==> src/rtl/pslp_pkg.sv <==
package pslp_pkg;

  typedef enum logic [2:0] {
    PS_AWAKE = 3'd0,
    PS_DRAIN = 3'd1,
    PS_SLEEP = 3'd2,
    PS_HOLD  = 3'd3,
    PS_GROW  = 3'd4
  } pslp_state_e;

endpackage

==> src/rtl/pslp_cycle_timer.sv <==
module pslp_cycle_timer #(
  parameter int W = 16
) (
  input  logic         clk,
  input  logic         rst_n,
  input  logic         clr_i,
  input  logic         run_i,
  input  logic [W-1:0] lim_i,
  output logic         hit_o
);

  logic [W-1:0] cnt_q;
  logic [W-1:0] lim_eff;
  logic [W:0]   cnt_nxt;

  always_comb begin
    lim_eff = (lim_i == '0) ? W'(1) : lim_i;
    cnt_nxt = {1'b0, cnt_q} + (W+1)'(1);
    hit_o   = run_i && !clr_i && (cnt_nxt >= {1'b0, lim_eff});
  end

  always_ff @(posedge clk) begin
    if (!rst_n)          cnt_q <= '0;
    else if (clr_i)      cnt_q <= '0;
    else if (hit_o)      cnt_q <= '0;
    else if (run_i)      cnt_q <= cnt_nxt[W-1:0];
  end

endmodule

==> src/rtl/pslp_way_track.sv <==
module pslp_way_track #(
  parameter int NUM_WAYS = 16,
  parameter int CNT_W    = $clog2(NUM_WAYS + 1)
) (
  input  logic                clk,
  input  logic                rst_n,
  input  logic [CNT_W-1:0]    step_i,
  input  logic                dec_i,
  input  logic                inc_i,
  input  logic [CNT_W-1:0]    inc_amt_i,
  output logic [CNT_W-1:0]    cnt_o,
  output logic [CNT_W-1:0]    grp_o,
  output logic                full_after_inc_o,
  output logic [NUM_WAYS-1:0] mask_o,
  output logic [NUM_WAYS-1:0] top_mask_o
);

  localparam logic [CNT_W:0] FULL = (CNT_W+1)'(NUM_WAYS);

  function automatic logic [NUM_WAYS-1:0] low_ways(input logic [CNT_W-1:0] n);
    logic [NUM_WAYS-1:0] m;
    for (int i = 0; i < NUM_WAYS; i++) m[i] = (i < int'(n));
    return m;
  endfunction

  function automatic logic [CNT_W-1:0] sat_add(input logic [CNT_W-1:0] a,
                                                input logic [CNT_W-1:0] b);
    logic [CNT_W:0] s;
    s = {1'b0, a} + {1'b0, b};
    return (s > FULL) ? FULL[CNT_W-1:0] : s[CNT_W-1:0];
  endfunction

  function automatic logic [CNT_W-1:0] min_cnt(input logic [CNT_W-1:0] a,
                                                input logic [CNT_W-1:0] b);
    return (a < b) ? a : b;
  endfunction

  logic [CNT_W-1:0] cnt_q;
  logic [CNT_W-1:0] grown;

  always_comb begin
    grp_o            = min_cnt(step_i, cnt_q);
    grown            = sat_add(cnt_q, inc_amt_i);
    full_after_inc_o = ({1'b0, grown} == FULL);
    mask_o           = low_ways(cnt_q);
    top_mask_o       = low_ways(cnt_q) & ~low_ways(cnt_q - grp_o);
    cnt_o            = cnt_q;
  end

  always_ff @(posedge clk) begin
    if (!rst_n)      cnt_q <= FULL[CNT_W-1:0];
    else if (dec_i)  cnt_q <= cnt_q - grp_o;
    else if (inc_i)  cnt_q <= grown;
  end

  assert_cnt_bound_R9: assert property (@(posedge clk) disable iff (!rst_n)
    {1'b0, cnt_q} <= FULL);

  assert_dec_exact_R3: assert property (@(posedge clk) disable iff (!rst_n)
    dec_i |=> ($countones(mask_o) == $past($countones(mask_o)) - $past(int'(grp_o))));

endmodule

==> src/rtl/pkg_sleep_ctrl.sv <==
module pkg_sleep_ctrl
  import pslp_pkg::*;
#(
  parameter int NUM_CORES = 4,
  parameter int NUM_WAYS  = 16,
  parameter int HOLD_W    = 16,
  parameter int INTV_W    = 8,
  parameter int CNT_W     = $clog2(NUM_WAYS + 1)
) (
  input  logic                 clk,
  input  logic                 rst_n,
  input  logic [NUM_CORES-1:0] core_deepest_i,
  input  logic [NUM_CORES-1:0] core_deep_i,
  input  logic                 wake_i,
  input  logic [CNT_W-1:0]     shrink_step_i,
  input  logic                 flush_done_i,
  input  logic [HOLD_W-1:0]    holdoff_cyc_i,
  input  logic [CNT_W-1:0]     grow_step_i,
  input  logic [INTV_W-1:0]    grow_intv_i,
  output logic [NUM_WAYS-1:0]  way_en_o,
  output logic                 flush_req_o,
  output logic [NUM_WAYS-1:0]  flush_ways_o,
  output logic                 pkg_sleep_o,
  output logic                 snoop_block_o
);

  pslp_state_e      state_q, state_d;
  logic [CNT_W-1:0] step_q;
  logic [CNT_W-1:0] step_pick;
  logic [CNT_W-1:0] grow_amt;
  logic [CNT_W-1:0] way_cnt;
  logic [CNT_W-1:0] grp;
  logic             full_after_inc;

  // named events for the assertions
  logic all_deepest;
  logic any_deep;
  logic entry_ok;
  logic abort_ev;
  logic hold_hit;
  logic intv_hit;
  logic load_step;
  logic dec_ev;
  logic inc_ev;

  always_comb begin
    all_deepest = &core_deepest_i;
    any_deep    = |(core_deepest_i | core_deep_i);
    entry_ok    = all_deepest && !wake_i;
    abort_ev    = (state_q == PS_DRAIN) && !entry_ok;
    step_pick   = (shrink_step_i == '0) ? CNT_W'(1) : shrink_step_i;
    grow_amt    = (grow_step_i == '0) ? CNT_W'(1) : grow_step_i;
  end

  always_comb begin
    state_d   = state_q;
    load_step = 1'b0;
    dec_ev    = 1'b0;
    inc_ev    = 1'b0;
    unique case (state_q)
      PS_AWAKE: begin
        if (entry_ok) begin
          load_step = 1'b1;
          state_d   = PS_DRAIN;
        end
      end
      PS_DRAIN: begin
        dec_ev = flush_done_i;
        if (!entry_ok)                         state_d = PS_HOLD;
        else if (flush_done_i && grp == way_cnt) state_d = PS_SLEEP;
      end
      PS_SLEEP: begin
        if (!entry_ok) state_d = PS_HOLD;
      end
      PS_HOLD, PS_GROW: begin
        if (entry_ok) begin
          if (way_cnt == '0) state_d = PS_SLEEP;
          else begin
            load_step = 1'b1;
            state_d   = PS_DRAIN;
          end
        end else if (state_q == PS_GROW && any_deep) begin
          state_d = PS_HOLD;
        end else if ((state_q == PS_HOLD && hold_hit) ||
                     (state_q == PS_GROW && intv_hit)) begin
          inc_ev  = 1'b1;
          state_d = full_after_inc ? PS_AWAKE : PS_GROW;
        end
      end
      default: state_d = PS_AWAKE;
    endcase
  end

  always_ff @(posedge clk) begin
    if (!rst_n) begin
      state_q <= PS_AWAKE;
      step_q  <= CNT_W'(1);
    end else begin
      state_q <= state_d;
      if (load_step) step_q <= step_pick;
    end
  end

  pslp_way_track #(
    .NUM_WAYS (NUM_WAYS),
    .CNT_W    (CNT_W)
  ) u_ways (
    .clk              (clk),
    .rst_n            (rst_n),
    .step_i           (step_q),
    .dec_i            (dec_ev),
    .inc_i            (inc_ev),
    .inc_amt_i        (grow_amt),
    .cnt_o            (way_cnt),
    .grp_o            (grp),
    .full_after_inc_o (full_after_inc),
    .mask_o           (way_en_o),
    .top_mask_o       (flush_ways_o)
  );

  pslp_cycle_timer #(.W(HOLD_W)) u_hold (
    .clk   (clk),
    .rst_n (rst_n),
    .clr_i (state_q != PS_HOLD || any_deep),
    .run_i (state_q == PS_HOLD),
    .lim_i (holdoff_cyc_i),
    .hit_o (hold_hit)
  );

  pslp_cycle_timer #(.W(INTV_W)) u_intv (
    .clk   (clk),
    .rst_n (rst_n),
    .clr_i (state_q != PS_GROW || any_deep),
    .run_i (state_q == PS_GROW),
    .lim_i (grow_intv_i),
    .hit_o (intv_hit)
  );

  assign flush_req_o   = (state_q == PS_DRAIN);
  assign pkg_sleep_o   = (state_q == PS_SLEEP);
  assign snoop_block_o = (state_q == PS_SLEEP);

  assert_sleep_empty_R2: assert property (@(posedge clk) disable iff (!rst_n)
    pkg_sleep_o |-> (way_en_o == '0));

  assert_snoop_quiet_R5: assert property (@(posedge clk) disable iff (!rst_n)
    snoop_block_o |-> (way_cnt == '0) && (flush_ways_o == '0));

  assert_flush_inside_R3: assert property (@(posedge clk) disable iff (!rst_n)
    flush_req_o |-> (flush_ways_o != '0) && ((flush_ways_o & ~way_en_o) == '0));

  assert_no_early_grow_R7: assert property (@(posedge clk) disable iff (!rst_n)
    (state_q == PS_HOLD && !hold_hit) |=> (way_cnt == $past(way_cnt)));

  assert_grow_bounded_R9: assert property (@(posedge clk) disable iff (!rst_n)
    (way_cnt > $past(way_cnt)) |-> ((way_cnt - $past(way_cnt)) <= $past(grow_amt)));

  assert_abort_keeps_R10: assert property (@(posedge clk) disable iff (!rst_n)
    (abort_ev && !flush_done_i) |=> (way_cnt == $past(way_cnt)) && !pkg_sleep_o);

endmodule

==> config.mk <==
export PLATFORM = sky130hd
export DESIGN_NAME = pkg_sleep_ctrl
export DESIGN_NICKNAME = d
export VERILOG_FILES = /design/src/rtl/pslp_pkg.sv /design/src/rtl/pslp_cycle_timer.sv /design/src/rtl/pslp_way_track.sv /design/src/rtl/pkg_sleep_ctrl.sv
export SDC_FILE = /design/constraint.sdc
export NUM_CORES = 1
export LEC_CHECK = 0
export BUFFER_PORTS_ARGS = -buffer_cell sky130_fd_sc_hd__buf_2
export CAP_MARGIN = 20
export CORE_UTILIZATION = 50
export CTS_BUF_LIST = sky130_fd_sc_hd__clkbuf_4 sky130_fd_sc_hd__clkbuf_8
export CTS_CLUSTER_DIAMETER = 120
export DETAILED_ROUTE_END_ITERATION = 16
export HOLD_SLACK_MARGIN = 0.12
export PLACE_DENSITY = 0.83
export REMOVE_ABC_BUFFERS = 1
export SLEW_MARGIN = 15
export SYNTH_ARGS = -nofsm -noshare
export SYNTH_HDL_FRONTEND = slang
export SYNTH_HIERARCHICAL = 1
export SYNTH_SLANG_ARGS = --single-unit
==> constraint.sdc <==
create_clock -name clk -period 5.4 [get_ports clk]
set_clock_uncertainty 0.05 [all_clocks]
set_input_delay 1.08 -clock clk [delete_from_list [all_inputs] [get_ports clk]]
set_output_delay 1.08 -clock clk [all_outputs]
set_load 0.01 [all_outputs]
Word-level counts from Yosys, hierarchy flattened
Index checks and enable logic that the tools add are counted.

Flip-flop bits (word level): 37. Input port bits: 46. Output and inout port bits: 35. Word-level logic and storage cells: 116.

$add $sub $neg: 4. $lt $le $gt $ge: 36. Eq/ne operators: 12. Mux-type cells: 27. Bitwise gates (word level): 4. Reductions and logical operators: 28.

Operator list (count): $lt 4x5->1 const A (16); $lt 3x5->1 const A (8); $mux 5 (6); $mux 3 (8); $lt 1x5->1 const A (4); $lt 2x5->1 const A (4); $add 16x1->17 const B (1); $ge 17x16->1 (1); $and 16x16->16 (1); $logic_not 16->1 (1); $mux 16 (1); $not 16->16 (1); $logic_not 5->1 (3); $pmux 3 s4 (1); $add 8x1->9 const B (1); $ge 9x8->1 (1); $logic_and 1x1->1 (9); $logic_not 8->1 (1); $mux 1 (8); $mux 8 (1); $reduce_and 4->1 (2); $add 5x5->6 (1); $eq 3x2->1 const B (2); $gt 6x5->1 const B (1); 21 further kinds (28).

Longest topological paths before layout
Gate-level depths: netlist (run 1).

Depth after elaboration: 14. Gate-level depth with buffers: 18. Gate-level depth less buffers: 16.

Modules after synthesis
The synthesis (run 1) kept the hierarchy.

Modules (own cells, without submodules): pslp_cycle_timer (u_hold) (instances 1, cells an instance 188, area an instance 1432.6 um^2, seq. area each 320.3 um^2); pslp_way_track (instances 1, cells an instance 165, area an instance 1213.7 um^2, seq. area each 100.1 um^2); pslp_cycle_timer (u_intv) (instances 1, cells an instance 85, area an instance 749.5 um^2, seq. area each 160.2 um^2); pkg_sleep_ctrl (instances 1, cells an instance 86, area an instance 661.9 um^2, seq. area each 160.2 um^2).

Worst setup path after synthesis (run 1)
No wires, ideal clock.

Kind: register to output. Start point: register u_ways.cnt_q[2], in the netlist u_ways/cnt_o[2]. End point: output port flush_ways_o[10]. Arrival: 3.861 ns. Data required time: 4.270 ns. Path slack: 0.409 ns. Cell stages (with the launch flop): 18. Path buffers: 3. Cell sequence: dfxtp_1 clkbuf_1 inv_1 ha_1 a21o_1 a31oi_4 o21a_1 clkbuf_1 nand2_1 o21ai_0 ha_1 inv_1 ha_1 o311ai_1 nand3_1 a32o_1 buf_2 a221oi_1.

Longest elaborated chain between the ends: 6. Elaborated cells on any way between the ends: 7. Classes of those cells: add/sub (1); order compare (3); mux (1); bitwise (2).

RTL lines: start, declared (RTL line pslp_way_track.sv:38) `logic [CNT_W-1:0] cnt_q;`; start signal, assigned (RTL line pslp_way_track.sv:51) `if (!rst_n) cnt_q <= FULL[CNT_W-1:0];`; start signal, assigned (RTL line pslp_way_track.sv:52) `else if (dec_i) cnt_q <= cnt_q - grp_o;`; start signal, assigned (RTL line pslp_way_track.sv:53) `else if (inc_i) cnt_q <= grown;`; $lt 5x5->1 (RTL line pslp_way_track.sv:35) `return (a < b) ? a : b;`; $mux 5 (RTL line pslp_way_track.sv:35); net grp[0] (RTL line pkg_sleep_ctrl.sv:32) `logic [CNT_W-1:0] grp;`; $sub 5x5->5 (RTL line pslp_way_track.sv:46) `top_mask_o = low_ways(cnt_q) & ~low_ways(cnt_q - grp_o);`; $lt 4x5->1 (RTL line pslp_way_track.sv:22) `for (int i = 0; i < NUM_WAYS; i++) m[i] = (i < int'(n));`; $not 16->16 (RTL line pslp_way_track.sv:46); $and 16x16->16 (RTL line pslp_way_track.sv:46); end, declared (RTL line pkg_sleep_ctrl.sv:22) `output logic [NUM_WAYS-1:0] flush_ways_o,`.

The timed path passes the listed nets, and every way through them passes these cells.

Final worst setup path (run 1)
Start point: register u_ways.cnt_q[4], in the netlist u_ways/cnt_o[4]. End point: output port flush_ways_o[5].

Longest elaborated chain between the ends: 6. Elaborated cells on any way between the ends: 7. Classes of those cells: add/sub (1); order compare (3); mux (1); bitwise (2).

RTL lines (RTL line): $lt 5x5->1 (pslp_way_track.sv:35); $mux 5 (pslp_way_track.sv:35); net grp[0] (pkg_sleep_ctrl.sv:32); $sub 5x5->5 (pslp_way_track.sv:46); $lt 3x5->1 (pslp_way_track.sv:22); $not 16->16 (pslp_way_track.sv:46); $and 16x16->16 (pslp_way_track.sv:46).

The timed path passes the listed nets, and every way through them passes these cells.

==> results.toml, run 1 <==
[final_layout]
final_util_pct = 58.3
drive_above_1_share_pct = 22.5
design_area_sq_mm = 0.00455
antenna_cells = 0
layout.nets = 670
area_growth_syn_to_layout_pct = 12.1

[synth]
ys_types = 84
syn-instance-count = 524
synthTopCellsByArea = "dfxtp_1 (18%), ha_1 (12%), nand2_1 (4.9%)"
synth-edff-count = 0
synth_ff_type = "dfxtp_1"
ys_seq_area_share_pct = 18.3
yosys_warnings = 6
avgSynthCellArea_sq_um = 7.74
synthArstFlopShare_pct = 0
synth_top_area_share_pct = 18.3
synth_area_sq_mm = 0.00406
ys_ff_latch = 37
yosysTopAreaCell = "dfxtp_1"

[pwr]
p_leak_uw = 0.00197
p_per_area_mw_per_mm2 = 318
vdd_drop_max_uv = 374

[timing]
tns_ns = 0
setup_viol = 0
slew_violations = 0
worst_pin_slew_ns = 1.02
post-route-period-util_pct = 94.2
holdWs_ns = 0.448
max_slew_margin_pct = 31.4
finalCriticalPeriod_ns = 5.09
fmaxAchievable_ghz = 0.197
rsz0062_at_grt = "false"
hold_viol_final = 0

[clocking]
h-tree-depth = 2
cts_setup_buffers = 0
insertion_delay_ns = 0.29
cts_inserted_buffers = 5
path_clk_slew_ns = 0.08
clockRootBuffer = "clkbuf_8"
cts_num_sinks = 37
cts_tree = "built"
ctsLongestPathBuffers = 2

[detailed_routing]
vias = 4103
firstDrtPassIters = 5
ant_nets = 0
detail_route.wl_per_cell_um = 14.4
drtIter0Drc = 248
drc = 0
via_per_inst = 5.96
wirelength_um = 9910

[floorplanning]
io-pin-count = 81
core-area_sq_mm = 0.00781
start_util_pct = 52.0
die-area_sq_mm = 0.00848
die_x_um = 92.1
die_h_um = 92.1
core.rowCount = 32

[placement]
dp_hpwl_um = 7590
port_buffers = 80
gp_congestion = 0.913
place_area_sq_mm = 0.00445

[global_route]
antenna_found_initial = 0
grt_pass1_vias = 3809
track_usage_pct = 23.7
overflow = 0
grt_max_degree = 25
grt_pass1_wl_um = 16700

[critical_path]
crit_arrival_ns = 3.96
r2r-start = "u_hold/cnt_q[0]$_SDFFE_PP0P_"
crit_top_cell = "ha_1"
worst_path_max_delay_cell = "ha_1"
worstSetupPathType = "reg2out"
path_buf_inv = 3
path_max_fanout = 17
crit_path_start = "u_ways/cnt_o[4]$_SDFFE_PN1P_"
cp-start-kind = "flop"
cp-end-kind = "output pin"
cp.required_ns = 4.27
path_cells = "clkinv_1, ha_1, nand2_1, o21a_2, o21ai_0, ha_1, inv_1, ha_1, o311ai_1, nand3_1, a32o_2, and4bb_1, buf_2"
crit_path_max_incr_delay_ns = 0.45
crit_family = "compound AO/OA/AOI/OAI gates"

[status]
status = "finished clean"

[min_path]
hold_class = "reg2reg"
hold_path_startpoint = "u_intv/cnt_q[1]$_SDFFE_PP0P_"

[run]
drv_cap = 0
==> worst paths after layout <==
check                                      end  slack (ns)  cells after the start
setup / recovery               flush_ways_o[5]        0.31                     13
hold / removal    u_intv/cnt_q[1]$_SDFFE_PP0P_        0.45                      2
setup reg to reg  u_ways/cnt_o[3]$_SDFFE_PN0P_        0.89                     14
hold reg to reg   u_intv/cnt_q[1]$_SDFFE_PP0P_        0.45                      2
==> layout make-up <==
type,count,area (sq um)
tap,102,128
sequential,37,741
fill,706,3260
timing repair buffer,85,438
clock buffer,6,76.3
multi-input combinational,406,2970
inverter,50,188
clock inverter,2,10.0
==> flip-flops by register name, indices dropped and copies added, names as in the netlist <==
signal and count:
state_q 3, u_intv/cnt_q 8, step_q 5, u_ways/cnt_o 5
u_hold/cnt_q 16
==> power by group <==
group | leakage, uW | internal (uW) | switching, uW
Sequential | 0.000299 | 289 | 26.6
Clock | 0.0000484 | 94.5 | 98.4
Combinational | 0.00162 | 381 | 556
Total | 0.00197 | 764 | 681
==> cells by family after synthesis <==
kind of cell               after synthesis  share of synthesized area, %
AOI/OAI and AO/OA                      117                          22.7
muxes                                    6                          1.48
adders and majority gates               39                          12.2
buffers and inverters                   81                          8.79
and+or+nand+nor                        214                          29.7
xor gates and xnor gates                30                          6.85
DFF                                     37                          18.3
==> placed cells by master, fill, tap and decap left out, types with 17 or more instances in the layout <==
master,netlist,final
a21oi_1,17,17
buf_2,7,80
dfxtp_1,37,37
ha_1,38,38
inv_1,49,49
nand2_1,53,53
nand3_1,33,33
nor2_1,24,24
o21ai_0,25,25
xnor2_1,18,18
==> stage by stage <==
stage	cells	setup WS, ns	power [uW]
final	688	0.312	1440
after global routing	688	0.0520	1550
after detailed placement	680	0.489	1240
after floorplan	493	0.559	946
after global placement	680	0.677	1210
after CTS	688	0.158	1440
==> cell usage after synthesis (3+ instances only) <==
cell type	number
nand2_1	53
inv_1	49
ha_1	38
dfxtp_1	37
nand3_1	33
o21ai_0	25
nor2_1	24
xnor2_1	18
a21oi_1	17
clkbuf_1	14
nand2b_1	12
nor2b_1	12
nor3_1	12
a31oi_1	11
nor4_1	10
xor2_1	10
and3_1	9
a21o_1	8
nand4_1	8
buf_2	7
nand3b_1	7
a221oi_1	6
mux2i_1	6
nand4b_1	6
buf_6	4
nor4_2	4
a221oi_2	3
a22oi_1	3
and2_1	3
buf_4	3
o21a_1	3
o221ai_1	3
o31ai_2	3
==> metal layers <==
metal | up-vias | wire (um) | share of wire (%) | GRT usage (%)
li1 | 2025 | - | - | -
met1 | 1878 | 4180 | 42 | 28.5
met2 | 179 | 4810 | 49 | 43.0
met3 | 21 | 716 | 7.2 | 3.48
met4 | 0 | 196 | 2.0 | 7.55
met5 | - | 0 | 0 | 0
==> tightest hold or removal path, cell delays in order (launching register included) <==
cell and delay (ns):
dfxtp_1 0.34, nand2_1 0.05, o21ai_0 0.06
==> what timing repair did <==
item,CTS,global route
gates resized for setup,0,3
hold buffers,0,0
setup endpoints to repair,0,15
No activity file was read; power rests on OpenSTA's default activity.
==> run 2: changes to the inputs <==
--- a/config.mk
+++ b/config.mk
@@ -11,7 +11,6 @@
 export CTS_BUF_LIST = sky130_fd_sc_hd__clkbuf_4 sky130_fd_sc_hd__clkbuf_8
 export CTS_CLUSTER_DIAMETER = 120
 export DETAILED_ROUTE_END_ITERATION = 16
-export HOLD_SLACK_MARGIN = 0.12
 export PLACE_DENSITY = 0.83
 export REMOVE_ABC_BUFFERS = 1
 export SLEW_MARGIN = 15
==> constraint.sdc (replaced) <==
create_clock -name clk -period 5.1 [get_ports clk]
set_clock_uncertainty 0.05 [all_clocks]
set_input_delay 1.02 -clock clk [delete_from_list [all_inputs] [get_ports clk]]
set_output_delay 1.02 -clock clk [all_outputs]
set_load 0.01 [all_outputs]
==> results.toml, run 2 (synthesized netlist as in run 1, its figures left out) <==
[critical_path]
rr_endpoint = "u_ways/cnt_o[4]$_SDFFE_PN1P_"
r2r-start = "u_hold/cnt_q[0]$_SDFFE_PP0P_"
cp-end-kind = "output pin"
cp.required_ns = 4.03
r2r_cells = 13
cp-start-kind = "flop"
path_cells = "inv_1, ha_1, a21o_1, a31oi_4, o21a_2, nand2_1, o21ai_1, ha_1, inv_1, ha_1, o311ai_1, nand3_1, a32o_2, a221oi_1, buf_2"
r2r_slack_ns = 0.37
worstSetupPathType = "reg2out"
crit_path_max_incr_delay_ns = 0.42
crit_top_cell = "ha_1"
crit_arrival_ns = 3.84
endpoint = "flush_ways_o[14]"
path_max_fanout = 17
crit_path_start = "u_ways/cnt_o[2]$_SDFFE_PN0P_"
worst_path_max_delay_cell = "a32o_2"

[min_path]
hold_class = "reg2reg"
hold_path_startpoint = "u_intv/cnt_q[1]$_SDFFE_PP0P_"

[final_layout]
largestRegisters = "u_hold/cnt_q (16), u_intv/cnt_q (8)"
layout.nets = 674
layout_common_cells = "buf_2 (80), nand2_1 (53), inv_1 (49)"
antenna_cells = 0
num-fill-cells = 711
largest_reg_flops = 16
area_growth_syn_to_layout_pct = 13.0
largest_register = "u_hold/cnt_q"
drive_above_1_share_pct = 23.1
mostFrequentLayoutCell = "buf_2"
design_area_sq_mm = 0.00459

[placement]
place_area_sq_mm = 0.00448
gp_congestion = 0.850
port_buffers = 80
dp_hpwl_um = 7940
dp_slack_ns = 0.295

[pwr]
p_leak_uw = 0.00198
p_total_uw = 1570
vdd_drop_max_uv = 438
p_per_area_mw_per_mm2 = 343

[global_route]
grt_max_degree = 25
grt_pass1_vias = 3849
grt_pass1_wl_um = 17100
track_usage_pct = 24.2
overflow = 0
antenna_found_initial = 0

[detailed_routing]
firstDrtPassIters = 7
drc = 0
drtIter0Drc = 150
ant_nets = 0
detail_route.wl_per_cell_um = 14.8
wirelength_um = 10200
via_per_inst = 5.89
vias = 4069

[clocking]
cts_tree = "built"
h-tree-depth = 2
cts_num_sinks = 37
ctsHoldBuffers = 0
path_clk_slew_ns = 0.07
insertion_delay_ns = 0.29
ctsLongestPathBuffers = 2
cts_inserted_buffers = 5
clockRootBuffer = "clkbuf_8"

[timing]
fin_ws_ns = 0.194
fmaxAchievable_ghz = 0.204
finalCriticalPeriod_ns = 4.91
tns_ns = 0
setup_viol = 0
slew_violations = 0
post-route-period-util_pct = 96.2
max_slew_margin_pct = 38.1
worst_pin_slew_ns = 0.924
hold_viol_final = 0
holdWs_ns = 0.453

[floorplanning]
core.rowCount = 32
die_h_um = 92.1
die_x_um = 92.1
io-pin-count = 81
die-area_sq_mm = 0.00848
core-area_sq_mm = 0.00781
start_util_pct = 52.0

[run]
drv_cap = 0

[status]
status = "finished clean"
## run 2: cell count changes in the layout (fill, tap and decap cells not counted)
cell,previous run,this run
clkinv_1,1,0
clkinv_2,2,0
buf_4,5,9
clkbuf_8,5,6
o21ai_0,25,24
clkinvlp_4,0,1
o21ai_1,1,2
## run 2: timing repair
item                                    CTS  global route
setup buffers                             0             0
endpoints found under the setup margin    9            16
pin swaps                                 0             0
resized for setup                         1             4
## run 2: worst min-delay path by stage
stage	slack [ns]	cells after the start	to
3_5_place_dp	0.44	2	u_hold/cnt_q[15]$_SDFFE_PP0P_
5_1_grt	0.48	2	u_hold/cnt_q[13]$_SDFFE_PP0P_
6_report	0.45	2	u_intv/cnt_q[1]$_SDFFE_PP0P_
4_1_cts	0.45	2	u_hold/cnt_q[15]$_SDFFE_PP0P_
2_1_floorplan	0.41	2	step_q[0]$_SDFFE_PN1P_
3_3_place_gp	0.43	2	u_hold/cnt_q[15]$_SDFFE_PP0P_
## run 2: layer usage
layer / up-vias / global-route usage [%] / part of all wire, %
met1: 1882 / 29.2 / 44
met4: 0 / 9.38 / 2.4
li1: 2028 / - / -
met2: 132 / 43.4 / 49
met3: 27 / 2.99 / 4.4
met5: - / 0 / 0
## run 2: stage by stage
step | instances | util (%)
6_report | 691 | 58.8
5_1_grt | 691 | 58.8
4_1_cts | 691 | 58.6
3_5_place_dp | 684 | 57.4
3_3_place_gp | 684 | 57.4
2_1_floorplan | 493 | -
## run 2: report_power, final
| group | switching, uW | leakage [uW] | internal (uW) |
|---|---|---|---|
| clock network | 105 | 0.0000477 | 113 |
| logic | 604 | 0.00164 | 422 |
| registers | 25.1 | 0.000299 | 306 |
| total | 734 | 0.00198 | 841 |
## run 2: critical path: cells and delay by family (launching register included)
| kind | cells | cell delay [ns] |
|---|---|---|
| buf+inv | 3 | 0.35 |
| compound gates | 7 | 1.89 |
| simple gates | 2 | 0.19 |
| flops | 1 | 0.33 |
| fa+ha+maj | 3 | 0.78 |
## run 2: cell type report
type                            instances  area (sq um)  area share (%)
Sequential cell                        37           741            16.1
Multi-Input combinational cell        406          2970            64.7
Clock buffer                            7          90.1            1.96
Timing Repair Buffer                   89           468            10.2
Tap cell                              102           128            2.78
Inverter                               50           191            4.17
